===== config.mk =====
export PLATFORM = sky130hd
export DESIGN_NAME = addr_parity_unit
export DESIGN_NICKNAME = d
export VERILOG_FILES = /design/src/rtl/apu_pkg.sv /design/src/rtl/apu_cover.sv /design/src/rtl/apu_gen.sv /design/src/rtl/apu_flag.sv /design/src/rtl/apu_chk.sv /design/src/rtl/addr_parity_unit.sv
export SDC_FILE = /design/constraint.sdc
export NUM_CORES = 1
export LEC_CHECK = 0
export CAP_MARGIN = 30
export CORE_UTILIZATION = 34
export DETAILED_ROUTE_END_ITERATION = 7
export HOLD_SLACK_MARGIN = 0.06
export PLACE_DENSITY = 0.88
export SLEW_MARGIN = 20
export SYNTH_ARGS = -nofsm -noshare
export SYNTH_HDL_FRONTEND = slang
export SYNTH_SLANG_ARGS = --single-unit
export TNS_END_PERCENT = 30

===== constraint.sdc =====
create_clock -name clk -period 2.6 [get_ports clk]
set_clock_uncertainty 0.1 [all_clocks]
set_input_delay 0.39 -clock clk [delete_from_list [all_inputs] [get_ports clk]]
set_output_delay 0.39 -clock clk [all_outputs]
set_load 0.01 [all_outputs]

===== src/rtl/apu_pkg.sv =====
package apu_pkg;

    typedef enum logic {
        SUB_A = 1'b0,
        SUB_B = 1'b1
    } subphase_e;

    typedef enum logic {
        GEN_IDLE  = 1'b0,
        GEN_DRIVE = 1'b1
    } gen_state_e;

    typedef enum logic {
        FLAG_CLEAN = 1'b0,
        FLAG_HELD  = 1'b1
    } flag_state_e;

    localparam logic [1:0] PAR_IDLE = 2'b11;

endpackage


===== src/rtl/apu_cover.sv =====
module apu_cover #(
    parameter int ADDR_HI = 37,
    parameter int ADDR_LO = 3,
    parameter int SPLIT   = 24,
    parameter int REQ_W   = 5
) (
    input  logic [ADDR_HI:ADDR_LO] addr_n,
    input  logic [REQ_W-1:0]       req_n,
    input  logic                   sub,
    output logic [1:0]             par_n
);
    import apu_pkg::*;

    localparam int HI_W = ADDR_HI - SPLIT + 1;
    localparam int LO_W = SPLIT - ADDR_LO + REQ_W;

    logic [HI_W-1:0] hi_grp;
    logic [LO_W-1:0] lo_grp;
    logic            hi_pin;
    logic            lo_pin;
    subphase_e       sel;

    always_comb begin
        hi_grp = addr_n[ADDR_HI:SPLIT];
        lo_grp = {addr_n[SPLIT-1:ADDR_LO], req_n};
        // pin is high when the count of low signals is even
        hi_pin = ~(^(~hi_grp));
        lo_pin = ~(^(~lo_grp));
        sel    = subphase_e'(sub);
    end

    always_comb begin
        unique case (sel)
            SUB_A:   par_n = {lo_pin, hi_pin};
            SUB_B:   par_n = {hi_pin, lo_pin};
            default: par_n = PAR_IDLE;
        endcase
    end

endmodule


===== src/rtl/apu_gen.sv =====
module apu_gen #(
    parameter int ADDR_HI = 37,
    parameter int ADDR_LO = 3,
    parameter int SPLIT   = 24,
    parameter int REQ_W   = 5
) (
    input  logic                   clk,
    input  logic                   rst,
    input  logic                   valid,
    input  logic                   sub,
    input  logic [ADDR_HI:ADDR_LO] addr_n,
    input  logic [REQ_W-1:0]       req_n,
    output logic [1:0]             par_n
);
    import apu_pkg::*;

    gen_state_e state_q, state_d;
    logic [1:0] cov_par;
    logic [1:0] par_q;

    apu_cover #(
        .ADDR_HI(ADDR_HI), .ADDR_LO(ADDR_LO), .SPLIT(SPLIT), .REQ_W(REQ_W)
    ) u_cover (
        .addr_n(addr_n),
        .req_n (req_n),
        .sub   (sub),
        .par_n (cov_par)
    );

    always_comb begin
        unique case (state_q)
            GEN_IDLE:  state_d = valid ? GEN_DRIVE : GEN_IDLE;
            GEN_DRIVE: state_d = valid ? GEN_DRIVE : GEN_IDLE;
            default:   state_d = GEN_IDLE;
        endcase
    end

    always_ff @(posedge clk) begin
        if (rst) begin
            state_q <= GEN_IDLE;
            par_q   <= PAR_IDLE;
        end else begin
            state_q <= state_d;
            if (valid) par_q <= cov_par;
        end
    end

    always_comb begin
        unique case (state_q)
            GEN_IDLE:  par_n = PAR_IDLE;
            GEN_DRIVE: par_n = par_q;
            default:   par_n = PAR_IDLE;
        endcase
    end

endmodule


===== src/rtl/apu_flag.sv =====
module apu_flag (
    input  logic clk,
    input  logic rst,
    input  logic set,
    input  logic clr,
    output logic held
);
    import apu_pkg::*;

    flag_state_e state_q, state_d;

    always_comb begin
        unique case (state_q)
            FLAG_CLEAN: state_d = set ? FLAG_HELD : FLAG_CLEAN;
            FLAG_HELD:  state_d = (clr && !set) ? FLAG_CLEAN : FLAG_HELD;
            default:    state_d = FLAG_CLEAN;
        endcase
    end

    always_ff @(posedge clk) begin
        if (rst) state_q <= FLAG_CLEAN;
        else     state_q <= state_d;
    end

    always_comb begin
        unique case (state_q)
            FLAG_CLEAN: held = 1'b0;
            FLAG_HELD:  held = 1'b1;
            default:    held = 1'b0;
        endcase
    end

endmodule


===== src/rtl/apu_chk.sv =====
module apu_chk #(
    parameter int ADDR_HI = 37,
    parameter int ADDR_LO = 3,
    parameter int SPLIT   = 24,
    parameter int REQ_W   = 5
) (
    input  logic                   clk,
    input  logic                   rst,
    input  logic                   valid,
    input  logic                   sub,
    input  logic [ADDR_HI:ADDR_LO] addr_n,
    input  logic [REQ_W-1:0]       req_n,
    input  logic [1:0]             rx_par_n,
    input  logic                   clr,
    output logic [1:0]             pulse,
    output logic [1:0]             sticky
);
    logic [1:0] cov_par;
    logic [1:0] mismatch;

    apu_cover #(
        .ADDR_HI(ADDR_HI), .ADDR_LO(ADDR_LO), .SPLIT(SPLIT), .REQ_W(REQ_W)
    ) u_cover (
        .addr_n(addr_n),
        .req_n (req_n),
        .sub   (sub),
        .par_n (cov_par)
    );

    always_comb mismatch = (cov_par ^ rx_par_n) & {2{valid}};

    always_ff @(posedge clk) begin
        if (rst) pulse <= 2'b00;
        else     pulse <= mismatch;
    end

    for (genvar b = 0; b < 2; b++) begin : g_flag
        apu_flag u_flag (
            .clk (clk),
            .rst (rst),
            .set (mismatch[b]),
            .clr (clr),
            .held(sticky[b])
        );
    end

endmodule


===== src/rtl/addr_parity_unit.sv =====
module addr_parity_unit #(
    parameter int ADDR_HI = 37,
    parameter int ADDR_LO = 3,
    parameter int SPLIT   = 24,
    parameter int REQ_W   = 5
) (
    input  logic                   clk,
    input  logic                   rst,
    input  logic                   gen_valid,
    input  logic                   gen_sub,
    input  logic [ADDR_HI:ADDR_LO] gen_addr_n,
    input  logic [REQ_W-1:0]       gen_req_n,
    output logic [1:0]             gen_par_n,
    input  logic                   chk_valid,
    input  logic                   chk_sub,
    input  logic [ADDR_HI:ADDR_LO] chk_addr_n,
    input  logic [REQ_W-1:0]       chk_req_n,
    input  logic [1:0]             chk_par_n,
    input  logic                   err_clr,
    output logic [1:0]             err_pulse,
    output logic [1:0]             err_sticky
);

    apu_gen #(
        .ADDR_HI(ADDR_HI), .ADDR_LO(ADDR_LO), .SPLIT(SPLIT), .REQ_W(REQ_W)
    ) u_gen (
        .clk   (clk),
        .rst   (rst),
        .valid (gen_valid),
        .sub   (gen_sub),
        .addr_n(gen_addr_n),
        .req_n (gen_req_n),
        .par_n (gen_par_n)
    );

    apu_chk #(
        .ADDR_HI(ADDR_HI), .ADDR_LO(ADDR_LO), .SPLIT(SPLIT), .REQ_W(REQ_W)
    ) u_chk (
        .clk     (clk),
        .rst     (rst),
        .valid   (chk_valid),
        .sub     (chk_sub),
        .addr_n  (chk_addr_n),
        .req_n   (chk_req_n),
        .rx_par_n(chk_par_n),
        .clr     (err_clr),
        .pulse   (err_pulse),
        .sticky  (err_sticky)
    );

endmodule


Word-level counts from Yosys, hierarchy flattened
Index checks and enable logic that the tools add are counted.
{"block": "word_totals", "ff_bits": 7, "out_inout_bits": 6}
{"block": "classes", "reduce_logical": 8, "bitwise_logic": 15, "muxes": 12}
{"operator": "inverter 26 bit", "n": 2}
{"operator": "parity 26 bit", "n": 2}
{"operator": "inverter 14 bit", "n": 2}
{"operator": "parity 14 bit", "n": 2}
{"operator": "one-hot mux 2 bit (2 select lines)", "n": 3}
{"operator": "inverter 1 bit", "n": 9}
{"operator": "one-hot mux 1 bit (2 select lines)", "n": 4}
{"operator": "two-way mux 1 bit", "n": 5}
{"operator": "AND 2 bit", "n": 1}
{"operator": "logical AND 1 bit", "n": 2}
{"operator": "zero test 1 bit", "n": 2}
{"operator": "bitwise XOR 2 bit", "n": 1}

Longest topological paths before layout
{"block": "depth", "ltp_word": 10, "depth_mapped": 6, "ltp_nobuf": 6}

Cells and area by module
A second synthesis with hierarchy kept.
{"block": "hier_totals", "hier_cells": 103, "area_unflattened_um2": 1023.5}
{"module": "apu_cover", "cells_each": 38, "area_per_inst_um2": 370.4, "seq_area_each_um2": 0.0, "n_inst": 2}
{"module": "apu_gen", "cells_each": 10, "area_per_inst_um2": 108.9, "seq_area_each_um2": 60.1, "n_inst": 1}
{"module": "apu_chk", "cells_each": 9, "area_per_inst_um2": 96.3, "seq_area_each_um2": 40.0, "n_inst": 1}
{"module": "apu_flag", "cells_each": 4, "area_per_inst_um2": 38.8, "seq_area_each_um2": 20.0, "n_inst": 2}

Worst setup path before layout
OpenSTA, ideal clock, no wires.
{"block": "synth_path", "path_type": "input to register", "startpoint": "input chk_addr_n[17] (netlist name)", "endpoint": "register u_chk.g_flag[0].u_flag.state_q", "arrival_time_ps": 1636, "setup_slack_ps": 739, "path_stages": 6, "path_cell_list": "xnor2_1 xnor2_1 xnor3_1 xnor3_1 mux2i_1 nand3_1"}
{"block": "synth_via", "elab_chain_cells": 10, "elab_cells_between_ends": 11}
{"item": "start, declared", "line_no": "addr_parity_unit.sv:16", "text": "input logic [ADDR_HI:ADDR_LO] chk_addr_n,"}
{"item": "inverter 26 bit (*)", "line_no": "apu_cover.sv:28", "text": "lo_pin = ~(^(~lo_grp));"}
{"item": "parity 26 bit (*)", "line_no": "apu_cover.sv:28"}
{"item": "inverter 1 bit (*)", "line_no": "apu_cover.sv:28"}
{"item": "one-hot mux 2 bit (2 select lines) (*)", "line_no": "apu_cover.sv:33", "text": "unique case (sel)"}
{"item": "bitwise XOR 2 bit (*)", "line_no": "apu_chk.sv:30", "text": "always_comb mismatch = (cov_par ^ rx_par_n) & {2{valid}};"}
{"item": "AND 2 bit (*)", "line_no": "apu_chk.sv:30"}
{"item": "zero test 1 bit", "line_no": "apu_flag.sv:15", "text": "FLAG_HELD: state_d = (clr && !set) ? FLAG_CLEAN : FLAG_HELD;"}
{"item": "logical AND 1 bit", "line_no": "apu_flag.sv:15"}
{"item": "two-way mux 1 bit", "line_no": "apu_flag.sv:15"}
{"item": "one-hot mux 1 bit (2 select lines) (*)", "line_no": "apu_flag.sv:13", "text": "unique case (state_q)"}
{"item": "end signal, assigned", "line_no": "apu_flag.sv:22", "text": "else state_q <= state_d;"}
{"item": "end, declared", "line_no": "apu_flag.sv:10", "text": "flag_state_e state_q, state_d;"}
Every way passes the cells marked *; elsewhere a longest branch is shown, timed or not.
A chain may end at the register's enable or synchronous reset.

Worst setup path in the final report
{"block": "layout_path", "startpoint": "input chk_addr_n[17] (netlist name)", "endpoint": "register u_chk.g_flag[1].u_flag.state_q"}
{"block": "layout_via", "elab_chain_cells": 10, "elab_cells_between_ends": 11}
{"item": "inverter 26 bit (*)", "line_no": "apu_cover.sv:28"}
{"item": "parity 26 bit (*)", "line_no": "apu_cover.sv:28"}
{"item": "inverter 1 bit (*)", "line_no": "apu_cover.sv:28"}
{"item": "one-hot mux 2 bit (2 select lines) (*)", "line_no": "apu_cover.sv:33"}
{"item": "bitwise XOR 2 bit (*)", "line_no": "apu_chk.sv:30"}
{"item": "AND 2 bit (*)", "line_no": "apu_chk.sv:30"}
{"item": "zero test 1 bit", "line_no": "apu_flag.sv:15"}
{"item": "logical AND 1 bit", "line_no": "apu_flag.sv:15"}
{"item": "two-way mux 1 bit", "line_no": "apu_flag.sv:15"}
{"item": "one-hot mux 1 bit (2 select lines) (*)", "line_no": "apu_flag.sv:13"}
{"item": "end signal, assigned", "line_no": "apu_flag.sv:22"}
{"item": "end, declared", "line_no": "apu_flag.sv:10"}
Marks and branches as above.

==> results.yml <==
routing:
  wl_per_cell_um: 11.7
  via_per_inst: 4.54
  vias: 1095
  ant_nets: 0
  totalWireLength_mm: 2.82
  drt_iter0_markers: 18
  drt-pass1-iter-count: 6
  drc: 2
timing:
  finalSetupViolations: 0
  tns_ns: 0
  finalMaxSlewViolations: 0
  timing.final.crit_share_pct: 82.5
  whs_ns: 0.377
  hold_viol_final: 0
  min_period_ns: 2.15
  slew_headroom_pct: 81.3
  fmax_ghz: 0.466
  rsz0062_at_grt: "no"
  tightest_slew_ns: 0.279
grt:
  grt_pass1_wl_mm: 4.75
  track_usage_pct: 18.5
  antenna_found_initial: 0
  gr-total-overflow: 0
  grt_pass1_vias: 1230
  grt_max_degree: 9
run:
  maxCapViolCount: 0
worst_setup_path:
  critPathKind: "input port to flip-flop"
  reg2reg_from: "u_gen.par_q[0]"
  cp_max_fo: 2
  worstPathArrival_ns: 2.18
  start_kind: "input port"
  endpoint_kind: "flip-flop"
  crit_required_ns: 2.64
  crit_path_start: "chk_addr_n[17]"
placed_design:
  portBuffers: 94
  gp_congestion: 0.717
  dp_hpwl_mm: 2.60
synth:
  yosysTopAreaCell: "xnor2_1"
  netlist_instances: 115
  ys_top_cells_by_area: "xnor2_1 (50%), dfxtp_1 (13%), xnor3_1 (8.6%)"
  synth_area_sq_um: 1040
  syn-num-nets: 204
  synth_warnings: 0
  yosysSeqAreaShare_pct: 13.4
  synth_top_area_share_pct: 49.5
  syn_area_per_cell_sq_um: 9.07
  synth-seq-cells: 7
  synth_cell_type_count: 16
cells_and_area:
  antenna_cells: 0
  area_delta_synth_final_pct: 94.6
  nets: 300
  drive_gt1_share_pct: 1.90
status:
  violations: "DRC"
  status: "complete, but fails checks"
cts:
  holdBufCountCts: 0
  cts_buffers: 3
  cts_tree: "built"
  max-clock-path-buffers: 2
  cts_setup_buffers: 0
  htreeDepth: 1
  clk_pin_slew_ns: 0.05
  clkSinkCount: 7
  clock_latency_ns: 0.26
  cts-resized-gates: 0
  cts_root_buf: "clkbuf_4"
pwr:
  power.switching_uw: 265
  sw_frac_of_total_pct: 30.7
  clkPwrFrac_pct: 11.8
  irDropWorstVdd_mv: 0.204
  p_seq_share_pct: 17.6
  power_leakage_nw: 0.748
  combPwrFrac_pct: 70.6
  internal-power_uw: 598
  power_density_nw_per_um2: 425
floorplan:
  die_w_um: 57.4
  coreArea_sq_um: 2830
  rows: 19
  die_area_sq_um: 3290
  fp.dieH_um: 57.4
  pin_count: 95
  start_util_pct: 36.9
worst_hold_path:
  min_path_type: "flip-flop to flip-flop"
  min-delay-start: "u_chk.g_flag[0].u_flag.state_q"
## cell usage in the layout (no fill, tap or decap), drive strengths merged
| cell | netlist | layout |
|---|---|---|
| nor3b | 4 | 4 |
| nor3 | 4 | 4 |
| clkdlybuf4s50 | 0 | 94 |
| dfxtp | 7 | 7 |
| nand3 | 2 | 2 |
| nor2b | 1 | 1 |
| xnor2 | 60 | 60 |
| xor2 | 8 | 8 |
| nand2 | 8 | 8 |
| xnor3 | 4 | 4 |
| a31oi | 2 | 2 |
| nand2b | 5 | 5 |
| mux2i | 4 | 4 |
| nor2 | 3 | 3 |
| clkbuf | 0 | 4 |
## stage by stage
step	utilization, %	cells	area (sq um)	setup WS [ns]	total power, mW
final	71.8	241	2030	0.455	0.863
after global routing	71.8	241	2030	0.347	0.920
after CTS	71.8	241	2030	0.441	0.870
after detailed placement	70.9	237	2000	0.178	0.767
after global placement	70.9	237	2000	0.254	0.747
after floorplan	-	115	1040	0.739	0.549
## synthesized netlist by cell type
cell / number
nand2_1: 8
buf_4: 2
nor3b_1: 4
xnor2_1: 59
nor2_1: 3
mux2i_1: 4
a31oi_1: 2
dfxtp_1: 7
xnor3_1: 4
nor3_1: 4
nand2b_1: 5
nand3_1: 2
nor2b_1: 1
buf_1: 1
xnor2_2: 1
xor2_1: 8
## registers in the layout, indices dropped and copies added (netlist names)
signal and flops:
u_gen.par_q 2, u_chk.g_flag.u_flag.state_q 2, u_gen.state_q 1, u_chk.pulse 2
## cell families (layout without fill, tap and decap cells)
family	after synthesis	after routing	share of synthesized area [%]
xor gates and xnor gates	72	72	66.4
DFF	7	7	13.4
and+or+nand+nor	27	27	13.3
muxes	4	4	3.84
buffers and inverters	3	98	1.80
AOI/OAI and AO/OA	2	2	1.20
## power by group through the flow
stage | Combinational [mW] | Clock [mW] | Sequential, mW
after detailed placement | 0.612 | 0 | 0.155
final | 0.609 | 0.102 | 0.152
after global placement | 0.594 | 0 | 0.154
after floorplan | 0.395 | 0 | 0.154
after CTS | 0.614 | 0.102 | 0.153
after global routing | 0.659 | 0.106 | 0.155
## worst paths after layout
| kind | end | slack (ns) | cells past startpoint |
|---|---|---|---|
| setup / recovery | u_chk.g_flag[1].u_flag.state_q | 0.45 | 7 |
| setup reg to reg | u_gen.par_q[0] | 1.82 | 2 |
| hold reg to reg | u_chk.g_flag[0].u_flag.state_q | 0.38 | 2 |
| hold / removal | u_chk.g_flag[0].u_flag.state_q | 0.38 | 2 |
## metal layers
metal	share of wire, %	vias up	global-route usage (%)	routed length [um]
met1	32	490	15.3	912
met5	0	-	0	0
met3	7.1	6	3.63	201
li1	-	553	-	-
met2	59	46	40.5	1660
met4	1.6	0	7.32	46
## cell type report
type,count,area [sq um]
tap,31,38.8
timing repair buffer,94,941
fill,216,798
multi-input combinational,105,885
clock buffer,4,26.3
sequential,7,140
## worst max-delay path, cell delays in order
cell             delay [ns]
clkdlybuf4s50_1        0.42
xnor2_1                0.20
xnor2_1                0.14
xnor3_1                0.42
xnor3_1                0.27
mux2i_1                0.24
nand3_1                0.10
(Power assumes the default switching activity.)
